--- config.mk ---
export PLATFORM = sky130hd
export DESIGN_NAME = adc_frame_deser
export DESIGN_NICKNAME = d
export VERILOG_FILES = /design/src/rtl/adc_deser_pkg.sv /design/src/rtl/adc_ddr_capture.sv /design/src/rtl/adc_word_aligner.sv /design/src/rtl/adc_lock_tracker.sv /design/src/rtl/adc_frame_deser.sv
export SDC_FILE = /design/constraint.sdc
export NUM_CORES = 1
export LEC_CHECK = 0
export ABC_AREA = 1
export BUFFER_PORTS_ARGS = -buffer_cell sky130_fd_sc_hd__buf_2
export CELL_PAD_IN_SITES_DETAIL_PLACEMENT = 0
export CELL_PAD_IN_SITES_GLOBAL_PLACEMENT = 1
export CORE_AREA = 2 2 90 92
export CTS_BUF_LIST = sky130_fd_sc_hd__clkbuf_4 sky130_fd_sc_hd__clkbuf_8
export DETAILED_ROUTE_END_ITERATION = 16
export DIE_AREA = 0 0 92 94
export PLACE_DENSITY_LB_ADDON = 0.1
export SLEW_MARGIN = 10
export SYNTH_ARGS = -nofsm -noshare
export SYNTH_HDL_FRONTEND = slang
export SYNTH_SLANG_ARGS = --single-unit
--- constraint.sdc ---
create_clock -name clk -period 2.55 [get_ports clk]
set_input_delay 0.1275 -clock clk [delete_from_list [all_inputs] [get_ports clk]]
set_output_delay 0.1275 -clock clk [all_outputs]
set_load 0.01 [all_outputs]
--- src/rtl/adc_deser_pkg.sv ---
`timescale 1ns/1ps
package adc_deser_pkg;
  typedef enum logic {
    LK_HUNT   = 1'b0,
    LK_LOCKED = 1'b1
  } lock_state_e;
endpackage

--- src/rtl/adc_ddr_capture.sv ---
`timescale 1ns/1ps
// Both-edge capture of every lane, with polarity correction applied at the pin.
module adc_ddr_capture #(
  parameter int unsigned CH = 3
) (
  input  logic          clk,
  input  logic          rst,
  input  logic [CH-1:0] din,
  input  logic [CH-1:0] inv,
  output logic [CH-1:0] rise_q,
  output logic [CH-1:0] fall_q
);
  logic [CH-1:0] pin_fix;
  assign pin_fix = din ^ inv;

  always_ff @(posedge clk) begin
    if (rst) rise_q <= '0;
    else     rise_q <= pin_fix;
  end

  always_ff @(negedge clk) begin
    if (rst) fall_q <= '0;
    else     fall_q <= pin_fix;
  end
endmodule

--- src/rtl/adc_word_aligner.sv ---
`timescale 1ns/1ps
// Shifts two bits per lane per clock and finds word ends from the frame lane (top channel).
module adc_word_aligner #(
  parameter int unsigned CH    = 3,
  parameter int unsigned SLOTS = 8
) (
  input  logic                      clk,
  input  logic                      rst,
  input  logic [CH-1:0]             rise_q,
  input  logic [CH-1:0]             fall_q,
  output logic                      boundary,
  output logic [CH-1:0][SLOTS-1:0]  words
);
  localparam int unsigned SR_W = SLOTS + 2;
  localparam int unsigned FL   = CH - 1;

  logic [CH-1:0][2:0] tail;
  logic               step_rise;
  logic               step_fall;

  // A 0-to-1 step whose 1 is the falling-edge bit (tail[0]).
  assign step_fall = ~tail[FL][1] & tail[FL][0];
  // A 0-to-1 step whose 1 is the rising-edge bit (tail[1]).
  assign step_rise = ~tail[FL][2] & tail[FL][1];
  assign boundary  = step_rise | step_fall;

  for (genvar c = 0; c < CH; c++) begin : g_ch
    logic [SR_W-1:0] sr;
    always_ff @(posedge clk) begin
      if (rst) sr <= '0;
      else     sr <= {sr[SR_W-3:0], rise_q[c], fall_q[c]};
    end
    assign tail[c]  = sr[2:0];
    assign words[c] = step_fall ? sr[SLOTS:1] : sr[SLOTS+1:2];
  end
endmodule

--- src/rtl/adc_lock_tracker.sv ---
`timescale 1ns/1ps
module adc_lock_tracker
  import adc_deser_pkg::*;
#(
  parameter int unsigned GOOD_N = 4,
  parameter int unsigned BAD_N  = 2
) (
  input  logic clk,
  input  logic rst,
  input  logic boundary,
  input  logic match,
  output logic locked,
  output logic lock_next
);
  localparam int unsigned GW = $clog2(GOOD_N + 1);
  localparam int unsigned BW = $clog2(BAD_N + 1);
  localparam logic [GW-1:0] GOOD_LAST = GW'(GOOD_N - 1);
  localparam logic [BW-1:0] BAD_LAST  = BW'(BAD_N - 1);

  lock_state_e     st_q, st_d;
  logic [GW-1:0]   good_q, good_d;
  logic [BW-1:0]   bad_q, bad_d;

  always_comb begin
    st_d   = st_q;
    good_d = good_q;
    bad_d  = bad_q;
    if (boundary) begin
      if (match) begin
        bad_d = '0;
        if (st_q == LK_HUNT) begin
          if (good_q == GOOD_LAST) begin
            st_d   = LK_LOCKED;
            good_d = '0;
          end else begin
            good_d = good_q + GW'(1);
          end
        end
      end else begin
        good_d = '0;
        if (st_q == LK_LOCKED) begin
          if (bad_q == BAD_LAST) begin
            st_d  = LK_HUNT;
            bad_d = '0;
          end else begin
            bad_d = bad_q + BW'(1);
          end
        end
      end
    end
  end

  always_ff @(posedge clk) begin
    if (rst) begin
      st_q   <= LK_HUNT;
      good_q <= '0;
      bad_q  <= '0;
    end else begin
      st_q   <= st_d;
      good_q <= good_d;
      bad_q  <= bad_d;
    end
  end

  assign locked    = (st_q == LK_LOCKED);
  assign lock_next = (st_d == LK_LOCKED);
endmodule

--- src/rtl/adc_frame_deser.sv ---
`timescale 1ns/1ps
module adc_frame_deser #(
  parameter int unsigned NUM_LANES = 2,
  parameter int unsigned WORD_W    = 16,
  parameter int unsigned PAD_W     = 2,
  parameter int unsigned LOCK_GOOD = 4,
  parameter int unsigned LOCK_BAD  = 2
) (
  input  logic                        clk,
  input  logic                        rst,
  input  logic [NUM_LANES-1:0]        data_lane_i,
  input  logic                        frame_lane_i,
  input  logic [NUM_LANES-1:0]        lane_inv_i,
  input  logic                        frame_inv_i,
  input  logic                        lane_swap_i,
  output logic [WORD_W-PAD_W-1:0]     sample_o,
  output logic                        sample_valid_o,
  output logic                        frame_locked_o,
  output logic                        pad_err_o
);
  localparam int unsigned SLOTS    = WORD_W / NUM_LANES;
  localparam int unsigned CH       = NUM_LANES + 1;
  localparam int unsigned SAMPLE_W = WORD_W - PAD_W;
  localparam logic [SLOTS-1:0] FRAME_PAT = ~SLOTS'((1 << (SLOTS / 2)) - 1);

  logic [CH-1:0]            rise_q, fall_q;
  logic                     boundary;
  logic [CH-1:0][SLOTS-1:0] words;
  logic [WORD_W-1:0]        word;
  logic                     lock_next;
  logic                     deliver;

  adc_ddr_capture #(.CH(CH)) cap_i (
    .clk    (clk),
    .rst    (rst),
    .din    ({frame_lane_i, data_lane_i}),
    .inv    ({frame_inv_i, lane_inv_i}),
    .rise_q (rise_q),
    .fall_q (fall_q)
  );

  adc_word_aligner #(.CH(CH), .SLOTS(SLOTS)) aln_i (
    .clk      (clk),
    .rst      (rst),
    .rise_q   (rise_q),
    .fall_q   (fall_q),
    .boundary (boundary),
    .words    (words)
  );

  adc_lock_tracker #(.GOOD_N(LOCK_GOOD), .BAD_N(LOCK_BAD)) lck_i (
    .clk       (clk),
    .rst       (rst),
    .boundary  (boundary),
    .match     (words[CH-1] == FRAME_PAT),
    .locked    (frame_locked_o),
    .lock_next (lock_next)
  );

  // Default: lane 0 holds the most significant slice; swap reverses lane order.
  for (genvar i = 0; i < NUM_LANES; i++) begin : g_asm
    assign word[WORD_W-1-i*SLOTS -: SLOTS] =
      lane_swap_i ? words[NUM_LANES-1-i] : words[i];
  end

  assign deliver = boundary & lock_next;

  always_ff @(posedge clk) begin
    if (rst) begin
      sample_o       <= '0;
      sample_valid_o <= 1'b0;
      pad_err_o      <= 1'b0;
    end else begin
      sample_valid_o <= deliver;
      pad_err_o      <= deliver & (|word[WORD_W-1:SAMPLE_W]);
      if (deliver) sample_o <= word[SAMPLE_W-1:0];
    end
  end
endmodule

==> flow_summary.json <==
{
  "tns_ps": 0,
  "maxSlewViolCount": 0,
  "rsz0062_at_grt": "false",
  "leakagePower_uw": 0.00144,
  "crit_arrival_ps": 2020,
  "ir_worst_vdd_mv": 0.255,
  "critPathMaxStageDelay_ps": 290,
  "pwr-share-comb_pct": 8.2,
  "fmax_mhz": 563,
  "crit_start": "cap_i.fall_q[1]$_DFF_N_",
  "cp_slowest_cell": "dfxtp_1",
  "path_class": "flip-flop to flip-flop",
  "initial_utilization_pct": 34.7,
  "hpwlAfterDp_mm": 3.69,
  "antenna_cells": 0,
  "vias": 2224,
  "rr_startpoint": "cap_i.fall_q[1]$_DFF_N_",
  "synthesis.area_per_instance_um2": 6.94,
  "insertion_delay_ps": 380,
  "cts_inserted_buffers": 9,
  "p_total_uw": 1870,
  "grt_max_degree": 21,
  "postCtsHoldBufs": 0,
  "clk_pin_slew_worst_paths_ps": 70,
  "cts-root-buf": "clkbuf_8",
  "grt_pass1_wl_mm": 9.29,
  "cts_buffer_depth": 2,
  "io-pin-count": 26,
  "clockPowerShare_pct": 41.6,
  "io_buffers": 25,
  "end_kind": "flip-flop",
  "cts.sinks": 58,
  "yosysSeqAreaShare_pct": 44.0,
  "timing.rr.end": "aln_i.g_ch[1].sr[0]$_SDFF_PP0_",
  "ys_types": 24,
  "coreArea_um2": 7610,
  "status": "finished clean",
  "viasPerCell": 4.34,
  "finalHoldViolCount": 0,
  "p_seq_share_pct": 50.2,
  "cp_max_fo": 1,
  "drc": 0,
  "synth_nets": 390,
  "grt_overflow": 0,
  "drive_gt1_share_pct": 17.5,
  "first_iter_violations": 103,
  "grt_pass1_vias": 2101,
  "post_drt_wl_per_cell_um": 10.2,
  "syn_area_um2": 2640,
  "worst-path-buf-inv": 1,
  "finalCritPeriodShare_pct": 69.9,
  "reg2reg_depth": 2,
  "synthesis.instances": 380,
  "r2r_setup_slack_ps": 770,
  "worstMarginPinSlew_ps": 496,
  "skew_ps": 39.5,
  "crit_chain": "inv_1 -> nor2_1",
  "grt_usage_pct": 13.8,
  "p_switching_uw": 526,
  "min_path_type": "input pin to flip-flop",
  "cts_resized": 0,
  "synth_warnings": 0,
  "routed_wl_mm": 5.25,
  "area.growth.synth_to_final_pct": 14.8,
  "slew_headroom_pct": 66.7,
  "num_rows": 32,
  "routabilityCongestion": 0.773,
  "critPathCapture": "aln_i.g_ch[1].sr[0]$_SDFF_PP0_",
  "cap_violations": 0,
  "antenna_found_initial": 0,
  "die_area_um2": 8650,
  "crit_path_start_kind": "flip-flop",
  "powerDensity_nw_per_um2": 616,
  "die_h_um": 94,
  "finalSetupViolCount": 0,
  "first_pass_iters": 4,
  "die_x_um": 92,
  "required_ps": 2790,
  "period_minus_slack_ps": 1780,
  "internal-power_uw": 1340,
  "cts_setup_buffers": 0,
  "ys_ff_latch": 58,
  "cts-htree-levels": 3,
  "cpLargestDelayFamily": "flip-flops",
  "critical_path_cell_count": 2,
  "nets": 416,
  "cts_tree": "built",
  "switching_share_pct": 28.2,
  "ant_nets": 0
}
per-layer routing:
layer	vias up	wire length (um)	global-route usage, %
li1	1192	-	-
met1	987	2450	15.9
met2	33	2460	22.8
met3	12	202	4.65
met4	0	126	6.84
met5	-	0	0
synthesized netlist by cell type:
cell / number / area (um^2)
xnor2_1: 3 / 26.3
nor3_2: 2 / 20.0
dfxtp_1: 58 / 1160
buf_2: 5 / 25.0
a21oi_1: 3 / 15.0
nand4_1: 17 / 106
nand2_1: 70 / 263
nand2_8: 1 / 20.0
clkbuf_1: 6 / 22.5
clkinv_1: 1 / 3.75
nor2_1: 59 / 221
nand2_2: 9 / 56.3
o21bai_1: 1 / 7.51
inv_2: 8 / 30.0
nand2_4: 1 / 11.3
ha_1: 1 / 12.5
o21ai_4: 1 / 16.3
inv_4: 1 / 6.26
a21oi_4: 1 / 16.3
buf_6: 2 / 22.5
buf_1: 4 / 15.0
nand3_1: 48 / 240
inv_1: 76 / 285
nand3_4: 2 / 35.0
layout by cell type (no fill, tap or decap):
master      instances
inv_1              78
nand2_1            70
nor2_1             59
dfxtp_1            58
nand3_1            48
buf_2              25
nand4_1            17
nand2_2             9
clkbuf_8            9
inv_2               8
buf_4               5
xnor2_1             3
a21oi_1             3
clkinvlp_4          3
nor3_2              2
nand3_4             2
clkinv_4            2
inv_4               1
nand2_8             1
a21oi_4             1
o21ai_4             1
clkinv_1            1
nand2_4             1
o21bai_1            1
ha_1                1
clkinv_2            1
inv_6               1
metrics by stage:
stage	util, %	hold WS [ps]	cell area [um^2]	setup WS (ps)	cells
after floorplan	-	292	2640	489	380
after global placement	37.4	391	2840	735	495
after detailed placement	37.4	393	2840	711	495
after CTS	39.8	25.1	3030	725	513
after global routing	39.8	20.9	3030	534	513
final	39.8	28.3	3030	767	513
final cells by class:
class / instances / area (um^2)
tap: 102 / 128
multi-input combinational: 219 / 1070
clock buffer: 9 / 124
inverter: 85 / 322
clock inverter: 10 / 65.1
sequential: 58 / 1160
timing repair buffer: 30 / 163
fill: 879 / 4580
worst min-delay path by stage:
stage	from	endpoint	slack (ps)	cells past startpoint
after floorplan	data_lane_i[0]	cap_i.rise_q[0]$_DFF_P_	290	2
after CTS	rst	cap_i.rise_q[1]$_DFF_P_	30	2
final	rst	cap_i.rise_q[1]$_DFF_P_	30	2
after detailed placement	aln_i.g_ch[0].sr[0]$_SDFF_PP0_	aln_i.g_ch[0].sr[2]$_SDFF_PP0_	390	2
after global placement	aln_i.g_ch[1].sr[0]$_SDFF_PP0_	aln_i.g_ch[1].sr[2]$_SDFF_PP0_	390	2
after global routing	rst	cap_i.rise_q[1]$_DFF_P_	20	2
cells by family (layout without fill, tap and decap cells):
logic type | count (synthesis) | after routing | synth area share (%)
fa+ha+maj | 1 | 1 | 0.474
buf+inv | 103 | 134 | 15.6
compound gates | 6 | 6 | 2.09
flops | 58 | 58 | 44.0
xor+xnor | 3 | 3 | 0.996
simple gates | 209 | 209 | 36.9
state kept, by name, summed over array words and instances, names as in the netlist:
| register | count |
|---|---|
| lck_i.good_q | 3 |
| pad_err_o | 1 |
| lck_i.bad_q | 2 |
| cap_i.rise_q | 3 |
| aln_i.g_ch.sr | 30 |
| cap_i.fall_q | 3 |
| lck_i.locked | 1 |
| sample_valid_o | 1 |
| sample_o | 14 |
power by group through the flow:
| stage | Clock, uW | Sequential (uW) | Combinational [uW] |
|---|---|---|---|
| after global routing | 855 | 939 | 178 |
| final | 777 | 937 | 153 |
| after global placement | 9.79 | 957 | 154 |
| after detailed placement | 9.79 | 958 | 155 |
| after CTS | 808 | 937 | 156 |
| after floorplan | 9.79 | 955 | 123 |
(Power assumes the default switching activity.)
